$ cat src/rtl/ibr_pkg.sv
`timescale 1ns/1ps
package ibr_pkg;

  typedef struct packed {
    logic       is_wr;
    logic [7:0] wdata;
    logic [7:0] addr;
  } ibr_cmd_t;

  // Command fields taken from the low 17 bits of the window word.
  function automatic ibr_cmd_t decode_cmd(input logic [16:0] w);
    ibr_cmd_t c;
    c.addr  = w[7:0];
    c.wdata = w[15:8];
    c.is_wr = w[16];
    return c;
  endfunction

  // Status word: read byte, busy, reserved zeros, echoed command.
  function automatic logic [31:0] pack_status(input logic [7:0] rd_byte,
                                              input logic busy,
                                              input ibr_cmd_t c);
    return {rd_byte, busy, 6'b0, c.is_wr, c.wdata, c.addr};
  endfunction

  // Host-clock cycles that one access occupies.
  function automatic int unsigned access_cycles(input int unsigned div,
                                                input int unsigned ticks);
    return div * ticks;
  endfunction

endpackage

$ cat src/rtl/ibr_tick_gen.sv
`timescale 1ns/1ps
module ibr_tick_gen #(
  parameter int unsigned DIV = 4
) (
  input  logic clk,
  input  logic rst_n,
  input  logic run,
  output logic tick
);

  generate
    if (DIV <= 1) begin : g_pass
      assign tick = run;
    end else begin : g_div
      localparam int unsigned CW = $clog2(DIV);
      localparam logic [CW-1:0] LAST = CW'(DIV - 1);
      logic [CW-1:0] cnt;

      always_ff @(posedge clk) begin
        if (!rst_n)          cnt <= '0;
        else if (!run)       cnt <= '0;
        else if (cnt == LAST) cnt <= '0;
        else                 cnt <= cnt + 1'b1;
      end

      assign tick = run && (cnt == LAST);

      // Slow-domain ticks are never back to back when dividing (R5 timing).
      assert_tick_spacing_R5: assert property (@(posedge clk) disable iff (!rst_n)
        tick |=> !tick);
    end
  endgenerate

endmodule

$ cat src/rtl/ibr_seq.sv
`timescale 1ns/1ps
module ibr_seq #(
  parameter int unsigned ACC_TICKS = 3
) (
  input  logic clk,
  input  logic rst_n,
  input  logic busy,
  input  logic tick,
  input  logic is_wr,
  output logic last,
  output logic wr_stb,
  output logic rd_stb
);

  localparam int unsigned TW = $clog2(ACC_TICKS + 1);
  localparam logic [TW-1:0] FINAL = TW'(ACC_TICKS - 1);

  logic [TW-1:0] tcnt;

  always_ff @(posedge clk) begin
    if (!rst_n)    tcnt <= '0;
    else if (!busy) tcnt <= '0;
    else if (tick) tcnt <= (tcnt == FINAL) ? '0 : tcnt + 1'b1;
  end

  assign last   = busy && tick && (tcnt == FINAL);
  assign wr_stb = last && is_wr;
  assign rd_stb = last && !is_wr;

  assert_one_strobe_R9: assert property (@(posedge clk) disable iff (!rst_n)
    $onehot0({wr_stb, rd_stb}));

  assert_strobe_in_busy_R9: assert property (@(posedge clk) disable iff (!rst_n)
    (wr_stb || rd_stb) |-> busy);

  // a strobe is a single-cycle pulse.
  assert_strobe_single_R3: assert property (@(posedge clk) disable iff (!rst_n)
    (wr_stb || rd_stb) |=> !(wr_stb || rd_stb));

endmodule

$ cat src/rtl/ibr_cmd_reg.sv
`timescale 1ns/1ps
module ibr_cmd_reg
  import ibr_pkg::*;
(
  input  logic        clk,
  input  logic        rst_n,
  input  logic        win_wr,
  input  logic [31:0] win_wdata,
  input  logic        last,
  input  logic        rd_stb,
  input  logic [7:0]  rd_in,
  output logic        busy,
  output ibr_cmd_t    cmd,
  output logic [31:0] status
);

  logic       accept;
  logic [7:0] rd_byte;
  logic       unused_hi;

  assign unused_hi = ^win_wdata[31:17];
  assign accept    = win_wr && !busy;

  always_ff @(posedge clk) begin
    if (!rst_n) begin
      busy    <= 1'b0;
      cmd     <= '0;
      rd_byte <= '0;
    end else begin
      if (accept) begin
        busy <= 1'b1;
        cmd  <= decode_cmd(win_wdata[16:0]);
      end else if (last) begin
        busy <= 1'b0;
      end
      if (rd_stb) rd_byte <= rd_in;
    end
  end

  assign status = pack_status(rd_byte, busy, cmd);

  assert_accept_sets_busy_R5: assert property (@(posedge clk) disable iff (!rst_n)
    accept |=> busy);

  assert_last_clears_busy_R5: assert property (@(posedge clk) disable iff (!rst_n)
    last |=> !busy);

  assert_busy_ignores_host_R6: assert property (@(posedge clk) disable iff (!rst_n)
    (busy && !last) |=> (busy && $stable(cmd)));

  assert_rd_byte_hold_R7: assert property (@(posedge clk) disable iff (!rst_n)
    !rd_stb |=> $stable(rd_byte));

endmodule

$ cat src/rtl/ibr_bridge.sv
`timescale 1ns/1ps
module ibr_bridge
  import ibr_pkg::*;
#(
  parameter int unsigned DIV       = 4,
  parameter int unsigned ACC_TICKS = 3
) (
  input  logic        clk,
  input  logic        rst_n,
  input  logic        win_wr,
  input  logic [31:0] win_wdata,
  output logic [31:0] win_rdata,
  output logic [7:0]  ia_addr,
  output logic [7:0]  ia_wdata,
  output logic        ia_wr,
  output logic        ia_rd,
  input  logic [7:0]  ia_rdata
);

  logic     busy;
  logic     tick;
  logic     last;
  logic     wr_stb;
  logic     rd_stb;
  ibr_cmd_t cmd;

  ibr_tick_gen #(.DIV(DIV)) u_tick (
    .clk  (clk),
    .rst_n(rst_n),
    .run  (busy),
    .tick (tick)
  );

  ibr_seq #(.ACC_TICKS(ACC_TICKS)) u_seq (
    .clk   (clk),
    .rst_n (rst_n),
    .busy  (busy),
    .tick  (tick),
    .is_wr (cmd.is_wr),
    .last  (last),
    .wr_stb(wr_stb),
    .rd_stb(rd_stb)
  );

  ibr_cmd_reg u_cmd (
    .clk      (clk),
    .rst_n    (rst_n),
    .win_wr   (win_wr),
    .win_wdata(win_wdata),
    .last     (last),
    .rd_stb   (rd_stb),
    .rd_in    (ia_rdata),
    .busy     (busy),
    .cmd      (cmd),
    .status   (win_rdata)
  );

  assign ia_addr  = cmd.addr;
  assign ia_wdata = cmd.wdata;
  assign ia_wr    = wr_stb;
  assign ia_rd    = rd_stb;

  // address and data are steady while the access runs.
  assert_fields_steady_R2: assert property (@(posedge clk) disable iff (!rst_n)
    (busy && !last) |=> ($stable(ia_addr) && $stable(ia_wdata)));

endmodule

$ cat config.mk
export PLATFORM = sky130hd
export DESIGN_NAME = ibr_bridge
export DESIGN_NICKNAME = d
export VERILOG_FILES = /design/src/rtl/ibr_pkg.sv /design/src/rtl/ibr_tick_gen.sv /design/src/rtl/ibr_seq.sv /design/src/rtl/ibr_cmd_reg.sv /design/src/rtl/ibr_bridge.sv
export SDC_FILE = /design/constraint.sdc
export NUM_CORES = 1
export LEC_CHECK = 0
export CAP_MARGIN = 0
export CORE_ASPECT_RATIO = 1.25
export CORE_MARGIN = 2
export CORE_UTILIZATION = 32
export DETAILED_ROUTE_END_ITERATION = 16
export GPL_ROUTABILITY_DRIVEN = 0
export PLACE_DENSITY = 0.85
export REMOVE_ABC_BUFFERS = 1
export SLEW_MARGIN = 10
export SYNTH_ARGS = -nofsm -noshare
export SYNTH_HDL_FRONTEND = slang
export SYNTH_SLANG_ARGS = --single-unit
export TNS_END_PERCENT = 50
$ cat constraint.sdc
create_clock -name clk -period 1.41 [get_ports clk]
set_clock_uncertainty 0.05 [all_clocks]
set_input_delay 0.141 -clock clk [delete_from_list [all_inputs] [get_ports clk]]
set_output_delay 0.141 -clock clk [all_outputs]
set_load 0.1 [all_outputs]
==> results.md <==
* Power Dens Cells at 1020 nW/um2
* Die Ht at between 70 and 80 um
* Design Area, Final at between 2000 and 3000 um2
* Data arrival, critical path at 1.42 ns
* DR vias/cell at 4.22
* Yosys cell types at 23
* Largest cells by area after synthesis: dfxtp_1 44%, nand2_1 14%, buf_4 14%, a21boi_1 6.1%, mux2i_1 5.9%
* Leading area contributor after synthesis: dfxtp_1
* Filler cells at 304
* Hold WC Path Type: input port to flop
* # DRC at 0
* IO buf count at 71
* IO Pins at 93
* Final Critical Period at 1.61 ns
* Area Growth Syn to Fin at 90.7%
* Clock Sinks at 30
* Hold endpoint: u_cmd.cmd[7]
* CP max FO at 3
* Avg Cell Area, Syn at 8.65 um2
* Placed Area at 2440 um2
* Startpoint types: flop
* DRT Pass-1 Iters at 4
* CTS tree: done
* Avg WL per Cell at 12.0 um
* Slowest-stage cell, CP: dfxtp_2
* Worst-path cell chain: ha_4 > and4b_1 > nor2b_4 > buf_12 > buf_12
* Synth Register Bits at 30
* Pin count of the biggest net entering global routing at 18
* Final Cycle Share at 114%
* Die area at 4780 um2
* Synth top area share at 44.2%
* Status: complete, but fails checks
* H-tree depth at 2
* Worst Hold Depth at 3
* Antenna Cells at 0
* Worst setup margin at -0.200 ns
* Max Slew Vio Count at 0
* Max VDD drop at 0.883 mV
* First-pass GRT wire length at 5770 um
* Failing checks: negative setup slack
* Total Routing Usage GR at about 15%
* FF-to-FF setup slack at -0.08 ns
* Clock tree buffer depth at 2
* Final nets at 263
* Post-Syn Instances at 157
* Setup TNS at -0.685 ns
* CP max stage delay at 0.35 ns
* Leak pwr at 1.02 nW
* Final Setup Violations at 7
* Worst path required time at around 1.2 ns
* Dpl hpwl at 2680 um
* Setup CP Type: flop to output port
* Remaining Overflow, GRT at 0
* Core footprint at 4070 um2
* Worst skew pair latency at 0.27 ns
* Root Buffer: clkbuf_8
* CP Capture Type: output port
* Final WL at 3300 um
* Initial antenna violation count at 0
* R2R Path End: u_cmd.rd_byte[4]
* Number of global-route vias before repair at ~1200
* Initial core utilization at about a third
* Worst slack, placed at 0.0183 ns
* Worst Min Path Start: win_wdata[7]
* Post-Syn Area at 1360 um2
* Total number of vias at roughly 1200
* DR iter-0 viols at 26
* Sequential fraction of the synthesis area at between 40% and 50%
* Final hold vios at 0
* Crit-path most repeated cell: buf_12
* Post-route ant nets at 0
* Reg2reg path depth at 7
* Max Cap Viol at 0
* Share of cells above drive strength 1 at 30.5%
* FMAX at 621 MHz
* Yosys warnings at 0
* Row count at 26
* Num CTS Buffers at 5
* Worst r2r src: u_tick.g_div.cnt[0]
* RSZ-0062 raised after global routing: true
* Die width at around 62 um
* CTS clk-pin slew, worst paths at around 0.06 ns
* Final Util at 63.7%
## layout by cell type, fill, tap and decap left out, types with 2 or more instances in the layout
cell / count
nand2_1: 52
buf_12: 45
dfxtp_1: 28
clkdlybuf4s50_1: 27
a21boi_1: 11
buf_4: 10
mux2i_1: 8
a21boi_0: 6
conb_1: 6
clkbuf_8: 5
nor3b_1: 2
a21oi_1: 2
nor2_1: 2
clkbuf_1: 2
dfxtp_2: 2
## layout make-up
class                      count  area [um2]  share of cell area [%]
multi-input combinational     98         544                    21.0
timing repair buffer          83        1260                    48.7
clock inverter                 1        30.0                    1.16
sequential                    30         603                    23.3
tap                           56        70.1                    2.71
inverter                       1        3.75                   0.145
clock buffer                   7        76.3                    2.95
## layer usage
layer	wire length, um	vias to the layer above	global-route usage (%)	part of all wire (%)
li1	-	593	-	-
met1	1200	526	16.1	36
met2	1890	38	27.8	57
met3	146	8	4.11	4.4
met4	66	0	6.22	2.0
met5	0	-	0	0
## power breakdown
group	switching, mW	internal, mW	leakage (nW)
combinational	0.559	0.308	0.723
clock	0.303	0.528	0.0524
sequential	0.0540	0.880	0.246
total	0.916	1.72	1.02
## worst max path at each step
stage                        startpoint          endpoint
floorplan                    u_cmd.busy  u_cmd.rd_byte[0]
finish              u_tick.g_div.cnt[0]             ia_rd
global route        u_tick.g_div.cnt[0]             ia_rd
detailed placement  u_tick.g_div.cnt[0]             ia_rd
global placement    u_tick.g_div.cnt[0]             ia_rd
CTS                 u_tick.g_div.cnt[1]             ia_rd
## sequential cells by signal, summed over array words and instances (netlist names)
signal	flops
u_seq.tcnt	2
u_cmd.cmd	17
u_cmd.busy	1
u_cmd.rd_byte	8
u_tick.g_div.cnt	2
## kinds of logic (layout without fill, tap and decap cells)
kind of cell / after synthesis / count (layout) / synth area share, %
AO/OA/AOI/OAI: 20 / 20 / 10.5
adder cells (fa/ha/maj): 1 / 1 / 0.922
buffers and inverters: 34 / 92 / 18.0
flip-flops: 30 / 30 / 44.2
multiplexers: 8 / 8 / 5.90
other: 1 / 6 / 0.276
AND/OR/NAND/NOR: 63 / 63 / 20.2
## critical path, delay by kind of cell, from the launching register on
| family | cells | cell delay (ns) |
|---|---|---|
| and+or+nand+nor | 2 | 0.41 |
| DFF | 1 | 0.35 |
| buffers and inverters | 2 | 0.27 |
| adders and majority gates | 1 | 0.12 |
## per-stage QoR
stage	total power [mW]	instances	hold WS (ns)
after global routing	2.72	276	0.365
after global placement	1.81	266	0.362
final	2.63	276	0.355
after floorplan	1.45	129	0.226
after CTS	2.66	275	0.352
after detailed placement	1.82	266	0.372
## repair_timing
action                                  in CTS  in global routing
pin swaps                                    2                  0
endpoints found under the setup margin       2                  9
gates resized for setup                      4                  2
buffers inserted                             1                  1
hold buffers                                 0                  0
## synthesized netlist by cell type
library cell	instances
dfxtp_1	30
clkbuf_1	2
nor3b_1	2
nor2b_1	1
buf_12	1
conb_1	1
buf_2	5
nand2b_1	1
a21oi_1	2
nand3b_1	1
ha_1	1
and4b_1	1
mux2i_1	8
nor2b_4	1
and2_2	1
inv_1	1
a21boi_0	6
nor2_1	2
buf_4	25
o21ai_0	1
nand2_1	52
nor3_1	1
a21boi_1	11
(Power assumes the default switching activity.)
